File: src/rtl/mmu_pkg.sv
package mmu_pkg;
  localparam int VA_W   = 16;
  localparam int PAGE_W = 4;
  localparam int EXT_W  = 8;
  localparam int HI_W   = 4;
  localparam int WP_POS = 11;
  localparam int NX_POS = 10;
  typedef enum logic [1:0] {ARM_IDLE = 2'd0, ARM_LAST = 2'd1, ARM_FIRST = 2'd2} arm_state_t;
endpackage

File: src/rtl/mmu_map_regs.sv
module mmu_map_regs #(
  parameter int PAGE_W = 4,
  parameter int EXT_W  = 8,
  parameter int HI_W   = 4,
  localparam int NPG   = 1 << PAGE_W,
  localparam int ENT_W = EXT_W + HI_W
) (
  input  logic              clk,
  input  logic              rst_n,
  input  logic              mmu_en,
  input  logic              wr_lo,
  input  logic              wr_hi,
  input  logic [PAGE_W-1:0] wr_idx,
  input  logic [7:0]        wdata,
  input  logic [PAGE_W-1:0] rd_idx,
  input  logic [PAGE_W-1:0] look_idx,
  output logic [ENT_W-1:0]  rd_entry,
  output logic [ENT_W-1:0]  look_entry
);
  logic [EXT_W-1:0] lo_q [NPG];
  logic [HI_W-1:0]  hi_q [NPG];

  for (genvar g = 0; g < NPG; g++) begin : g_ent
    logic sel_lo, sel_hi;
    logic [EXT_W-1:0] lo_d;
    logic [HI_W-1:0]  hi_d;
    always_comb begin
      sel_lo = wr_lo && (wr_idx == PAGE_W'(g));
      sel_hi = wr_hi && (wr_idx == PAGE_W'(g));
      lo_d   = wdata[EXT_W-1:0];
      hi_d   = wdata[HI_W-1:0];
    end
    always_ff @(posedge clk or negedge rst_n) begin
      if (!rst_n) begin
        lo_q[g] <= '0;
        hi_q[g] <= '0;
      end else begin
        if (sel_lo) lo_q[g] <= lo_d;
        if (sel_hi) hi_q[g] <= hi_d;
      end
    end
  end

  always_comb begin
    rd_entry   = {hi_q[rd_idx], lo_q[rd_idx]};
    look_entry = {hi_q[look_idx], lo_q[look_idx]};
  end


  locked_wr_chk: assert property (@(posedge clk) disable iff (!rst_n)
    (wr_lo || wr_hi) |-> !mmu_en);
endmodule

File: src/rtl/mmu_ctrl.sv
module mmu_ctrl
  import mmu_pkg::*;
(
  input  logic clk,
  input  logic rst_n,
  input  logic vec_pull,
  input  logic set_wr,
  input  logic set_val,
  input  logic arm_wr,
  output logic en_eff,
  output logic en_q_o,
  output logic armed
);
  logic       en_q, en_d;
  arm_state_t pend_q, pend_d;

  always_comb begin
    en_d   = en_q;
    pend_d = pend_q;
    case (pend_q)
      ARM_FIRST: pend_d = ARM_LAST;
      ARM_LAST: begin
        pend_d = ARM_IDLE;
        en_d   = 1'b1;
      end
      default: pend_d = ARM_IDLE;
    endcase
    if (set_wr) en_d = set_val;
    if (arm_wr) pend_d = ARM_FIRST;
    if (vec_pull) begin
      en_d   = 1'b0;
      pend_d = ARM_IDLE;
    end
  end

  always_ff @(posedge clk or negedge rst_n) begin
    if (!rst_n) begin
      en_q   <= 1'b0;
      pend_q <= ARM_IDLE;
    end else begin
      en_q   <= en_d;
      pend_q <= pend_d;
    end
  end

  always_comb begin
    en_eff = en_q && !vec_pull;
    en_q_o = en_q;
    armed  = (pend_q != ARM_IDLE);
  end


  vpull_clears_chk: assert property (@(posedge clk) disable iff (!rst_n)
    vec_pull |=> (!en_q && pend_q == ARM_IDLE));

  arm_holds_off_chk: assert property (@(posedge clk) disable iff (!rst_n)
    (arm_wr && !vec_pull) |=> !en_q);

  arm_fires_chk: assert property (@(posedge clk) disable iff (!rst_n)
    (pend_q == ARM_LAST && !vec_pull) |=> en_q);
endmodule

File: src/rtl/mmu_xlate.sv
module mmu_xlate #(
  parameter int VA_W   = 16,
  parameter int PAGE_W = 4,
  parameter int EXT_W  = 8,
  parameter int WP_POS = 11,
  parameter int NX_POS = 10,
  localparam int OFF_W = VA_W - PAGE_W,
  localparam int PA_W  = EXT_W + OFF_W,
  localparam int ENT_W = EXT_W + 4
) (
  input  logic             clk,
  input  logic             rst_n,
  input  logic             en,
  input  logic [VA_W-1:0]  cpu_addr,
  input  logic             cpu_we,
  input  logic             cpu_sync,
  input  logic             reg_sel,
  input  logic [ENT_W-1:0] entry,
  output logic [PA_W-1:0]  phys_addr,
  output logic             mem_we,
  output logic             nx_fault
);
  logic wp, nx;

  always_comb begin
    wp = en && entry[WP_POS];
    nx = en && entry[NX_POS];
    if (en) phys_addr = {entry[EXT_W-1:0], cpu_addr[OFF_W-1:0]};
    else    phys_addr = PA_W'(cpu_addr);
    mem_we   = cpu_we && !reg_sel && !wp;
    nx_fault = cpu_sync && nx;
  end


  passthru_chk: assert property (@(posedge clk) disable iff (!rst_n)
    !en |-> (phys_addr == PA_W'(cpu_addr) && !nx_fault));

  wp_block_chk: assert property (@(posedge clk) disable iff (!rst_n)
    (en && entry[WP_POS]) |-> !mem_we);

  nx_sync_chk: assert property (@(posedge clk) disable iff (!rst_n)
    nx_fault |-> (cpu_sync && en));
endmodule

File: src/rtl/page_mmu.sv
module page_mmu
  import mmu_pkg::*;
#(
  parameter int VA_W_P   = VA_W,
  parameter int PAGE_W_P = PAGE_W,
  parameter int EXT_W_P  = EXT_W,
  localparam int OFF_W   = VA_W_P - PAGE_W_P,
  localparam int PA_W    = EXT_W_P + OFF_W,
  localparam int ENT_W   = EXT_W_P + HI_W,
  localparam logic [7:0] CTRL_OFS = 8'(2 << PAGE_W_P),
  localparam logic [7:0] ARM_OFS  = 8'((2 << PAGE_W_P) + 1)
) (
  input  logic              clk,
  input  logic              rst_n,
  input  logic [VA_W_P-1:0] cpu_addr,
  input  logic [7:0]        cpu_wdata,
  input  logic              cpu_we,
  input  logic              cpu_sync,
  input  logic              vec_pull,
  input  logic              reg_sel,
  output logic [7:0]        cpu_rdata,
  output logic [PA_W-1:0]   phys_addr,
  output logic              mem_we,
  output logic              nx_fault
);
  logic [1:0]          rst_sync_q;
  logic                rst_core_n;
  logic [7:0]          ofs;
  logic [PAGE_W_P-1:0] ofs_idx;
  logic [7-PAGE_W_P:0] ofs_grp;
  logic                en_eff, en_q, armed;
  logic                kwr, wr_lo, wr_hi, set_wr, arm_wr;
  logic [ENT_W-1:0]    rd_entry, look_entry;

  always_ff @(posedge clk or negedge rst_n) begin
    if (!rst_n) rst_sync_q <= 2'b00;
    else        rst_sync_q <= {rst_sync_q[0], 1'b1};
  end
  assign rst_core_n = rst_sync_q[1];

  always_comb begin
    ofs     = cpu_addr[7:0];
    ofs_idx = ofs[PAGE_W_P-1:0];
    ofs_grp = ofs[7:PAGE_W_P];
    kwr     = reg_sel && cpu_we && !en_eff;
    wr_lo   = kwr && (ofs_grp == '0);
    wr_hi   = kwr && (ofs_grp == (8-PAGE_W_P)'(1));
    set_wr  = kwr && (ofs == CTRL_OFS);
    arm_wr  = kwr && (ofs == ARM_OFS);
  end

  mmu_ctrl u_ctrl (
    .clk(clk), .rst_n(rst_core_n), .vec_pull(vec_pull),
    .set_wr(set_wr), .set_val(cpu_wdata[0]), .arm_wr(arm_wr),
    .en_eff(en_eff), .en_q_o(en_q), .armed(armed)
  );

  mmu_map_regs #(.PAGE_W(PAGE_W_P), .EXT_W(EXT_W_P), .HI_W(HI_W)) u_maps (
    .clk(clk), .rst_n(rst_core_n), .mmu_en(en_eff),
    .wr_lo(wr_lo), .wr_hi(wr_hi), .wr_idx(ofs_idx), .wdata(cpu_wdata),
    .rd_idx(ofs_idx), .look_idx(cpu_addr[VA_W_P-1:OFF_W]),
    .rd_entry(rd_entry), .look_entry(look_entry)
  );

  mmu_xlate #(.VA_W(VA_W_P), .PAGE_W(PAGE_W_P), .EXT_W(EXT_W_P),
              .WP_POS(WP_POS), .NX_POS(NX_POS)) u_xlate (
    .clk(clk), .rst_n(rst_core_n), .en(en_eff), .cpu_addr(cpu_addr),
    .cpu_we(cpu_we), .cpu_sync(cpu_sync), .reg_sel(reg_sel),
    .entry(look_entry), .phys_addr(phys_addr), .mem_we(mem_we),
    .nx_fault(nx_fault)
  );

  always_comb begin
    cpu_rdata = 8'h00;
    if (reg_sel && !cpu_we) begin
      if (ofs_grp == '0)                            cpu_rdata = 8'(rd_entry[EXT_W_P-1:0]);
      else if (ofs_grp == (8-PAGE_W_P)'(1))        cpu_rdata = 8'(rd_entry[ENT_W-1:EXT_W_P]);
      else if (ofs == CTRL_OFS)                    cpu_rdata = {6'b0, armed, en_q};
    end
  end


  win_no_we_chk: assert property (@(posedge clk) disable iff (!rst_core_n)
    reg_sel |-> !mem_we);

  set_en_chk: assert property (@(posedge clk) disable iff (!rst_core_n)
    (set_wr && !vec_pull) |=> (en_q == $past(cpu_wdata[0])));
endmodule

File: config.mk
export PLATFORM = sky130hd
export DESIGN_NAME = page_mmu
export DESIGN_NICKNAME = d
export VERILOG_FILES = /design/src/rtl/mmu_pkg.sv /design/src/rtl/mmu_map_regs.sv /design/src/rtl/mmu_ctrl.sv /design/src/rtl/mmu_xlate.sv /design/src/rtl/page_mmu.sv
export SDC_FILE = /design/constraint.sdc
export NUM_CORES = 1
export LEC_CHECK = 0
export BUFFER_PORTS_ARGS = -buffer_cell sky130_fd_sc_hd__buf_2
export CAP_MARGIN = 20
export CORE_MARGIN = 4
export CORE_UTILIZATION = 48
export DETAILED_ROUTE_END_ITERATION = 8
export GPL_TIMING_DRIVEN = 0
export PLACE_DENSITY = 0.68
export SYNTH_ARGS = -nofsm -noshare
export SYNTH_HDL_FRONTEND = slang
export SYNTH_HIERARCHICAL = 1
export SYNTH_SLANG_ARGS = --single-unit
File: constraint.sdc
create_clock -name clk -period 6.4 [get_ports clk]
set_clock_uncertainty 0.1 [all_clocks]
set_input_delay 1.28 -clock clk [delete_from_list [all_inputs] [get_ports clk]]
set_output_delay 1.28 -clock clk [all_outputs]
set_load 0.01 [all_outputs]
==> impl_metrics.env <==
export IMPL_vdd_drop_max_mv=0.155
export IMPL_grtUsageTotal_pct=24.5
export IMPL_start_util_pct=48.6
export IMPL_fin_crit_ps=5250
export IMPL_vias=6845
export IMPL_regToRegStartpoint="u_ctrl/en_q_o$_DFFE_PN0P_"
export IMPL_syn_area_per_cell_um2=14.9
export IMPL_cts_resized=0
export IMPL_register_area_um2=4930
export IMPL_hpwl_um=20800
export IMPL_multi_input_area_um2=5270
export IMPL_gp_congestion=0.941
export IMPL_slew_viol_final=0
export IMPL_p_leak_nw=5.51
export IMPL_seqPwrFrac_pct=50.9
export IMPL_dr_pass1_iters=6
export IMPL_portBuffers=55
export IMPL_reg2reg_setup_slack_ps=3700
export IMPL_cts_buffers=17
export IMPL_max_freq_mhz=190
export IMPL_synth_warnings=6
export IMPL_crit_end="cpu_rdata[3]"
export IMPL_endpoint_kind="output port"
export IMPL_clock_path_buffers=2
export IMPL_setup_viol=0
export IMPL_wire_per_inst_um=26.9
export IMPL_crit_type="primary input to output port"
export IMPL_cp_data_required_time_ps=5020
export IMPL_syn_cell_area_um2=10600
export IMPL_crit_fanout=12
export IMPL_final_layout_size_suffix_gt1_share_pct=50.8
export IMPL_grt_pass1_vias=7228
export IMPL_fp_dieW_um=156
export IMPL_setup_slack_ps=1150
export IMPL_wirelength_um=29000
export IMPL_drt_initial_drc_count=602
export IMPL_nets=816
export IMPL_min_period_over_period_pct=82.0
export IMPL_boundaryPins=60
export IMPL_core_area_um2=21800
export IMPL_overflow=0
export IMPL_crit_start="cpu_addr[1]"
export IMPL_drc=0
export IMPL_clkPwrFrac_pct=39.5
export IMPL_rows=54
export IMPL_final_core_util_pct=54.3
export IMPL_postCtsHoldBufs=0
export IMPL_p_per_area_nw_per_um2=217
export IMPL_clkSinkCount=197
export IMPL_p_switching_uw=664
export IMPL_diodes=0
export IMPL_r2r_end="u_maps/lo_q[6]$_DFFE_PN0P_"
export IMPL_cts_tree="built"
export IMPL_clk_latency_ps=440
export IMPL_maxCapViolCount=0
export IMPL_slew_headroom_pct=38.6
export IMPL_min_path_type="flop to flop"
export IMPL_p_int_mw=1.90
export IMPL_power_frac_comb_pct=9.6
export IMPL_cts_root_buf="clkbuf_16"
export IMPL_critPathLaunchType="primary input"
export IMPL_cts_setup_buffers=0
export IMPL_mostFrequentLayoutCell="dfrtp_1"
export IMPL_synthToLayoutAreaGrowth_pct=11.7
export IMPL_worst_ep_arrival_time_ps=3870
export IMPL_antenna_found_initial=0
export IMPL_antenna_left=0
export IMPL_fillCellCount=1779
export IMPL_die_area_um2=24500
export IMPL_status="finished, final reports clean"
export IMPL_clkTransAtPathRegs_ps=70
export IMPL_grt_max_degree=72
export IMPL_avgViaCountPerCell=6.34
export IMPL_tightest_slew_ps=920
export IMPL_hold_viol=0
export IMPL_final_cell_mix="196 x dfrtp_1, 161 x mux2_2, 88 x mux4_2, 69 x buf_2, 46 x a22oi_1"
export IMPL_grt_pass1_wl_um=44200
export IMPL_switching_share_pct=25.9
export IMPL_htreeDepth=4
export IMPL_post_place_ws_ps=1240
export IMPL_ff2ff_path_depth=6
export IMPL_syn_nets=740
export IMPL_rsz0062_at_grt="no"
export IMPL_synthCells=710
export IMPL_die_y_um=156
[registers in the layout, summed over array words and instances (netlist names)]
name and flops:
rst_sync_q 2, u_ctrl/en_q_o 1, u_ctrl/pend_q 2, u_maps/lo_q 128
u_maps/hi_q 64
[stage by stage]
step / setup TNS, ps / cells / total power [mW] / cell area [um2] / hold slack [ps]
global placement: -256360 / 1045 / 1.56 / 11200 / 238
finish: 0 / 1079 / 2.57 / 11800 / 256
CTS: 0 / 1079 / 2.58 / 11800 / 262
floorplan: 0 / 710 / 1.48 / 10600 / 231
detailed placement: 0 / 1047 / 1.58 / 11300 / 245
global route: 0 / 1079 / 2.66 / 11800 / 279
[critical path: stages]
cell and delay (ps):
buf_2 250, clkbuf_1 630, buf_2 470, mux4_2 360
a22oi_1 230, nand2_1 210, a22oi_1 240, nor2_1 60
buf_2 140
[power by group through the flow]
stage | clock network [mW] | logic [mW] | registers, mW
floorplan | 0 | 0.147 | 1.33
global placement | 0 | 0.220 | 1.34
detailed placement | 0 | 0.246 | 1.33
CTS | 1.03 | 0.247 | 1.31
global route | 1.09 | 0.265 | 1.31
finish | 1.01 | 0.248 | 1.31
[per-layer routing]
layer  vias up  global-route usage (%)  share of wire [%]
li1       2866                       -                  -
met1      3641                    34.4                 42
met2       301                    39.0                 49
met3        37                    5.39                7.4
met4         0                    7.23                2.0
met5         -                       0                  0
[area by class of cell]
| cell class | count | share of cell area, % |
|---|---|---|
| Clock inverter | 12 | 0.806 |
| Buffer | 64 | 3.01 |
| Clock buffer | 20 | 3.87 |
| Timing Repair Buffer | 57 | 2.80 |
| Inverter | 3 | 0.0954 |
| Multi-Input combinational cell | 446 | 44.7 |
| Tap cell | 280 | 2.97 |
| Sequential cell | 197 | 41.8 |
[how the worst min path moves through the flow]
stage	to	slack [ps]	cells past startpoint	from
global route	rst_sync_q[1]$_DFF_PN0_	280	0	rst_sync_q[0]$_DFF_PN0_
CTS	rst_sync_q[1]$_DFF_PN0_	260	0	rst_sync_q[0]$_DFF_PN0_
detailed placement	rst_sync_q[1]$_DFF_PN0_	250	0	rst_sync_q[0]$_DFF_PN0_
global placement	rst_sync_q[1]$_DFF_PN0_	240	0	rst_sync_q[0]$_DFF_PN0_
finish	rst_sync_q[1]$_DFF_PN0_	260	0	rst_sync_q[0]$_DFF_PN0_
floorplan	rst_sync_q[1]$_DFF_PN0_	230	0	rst_sync_q[0]$_DFF_PN0_
Power figures use the tool's default switching activity.
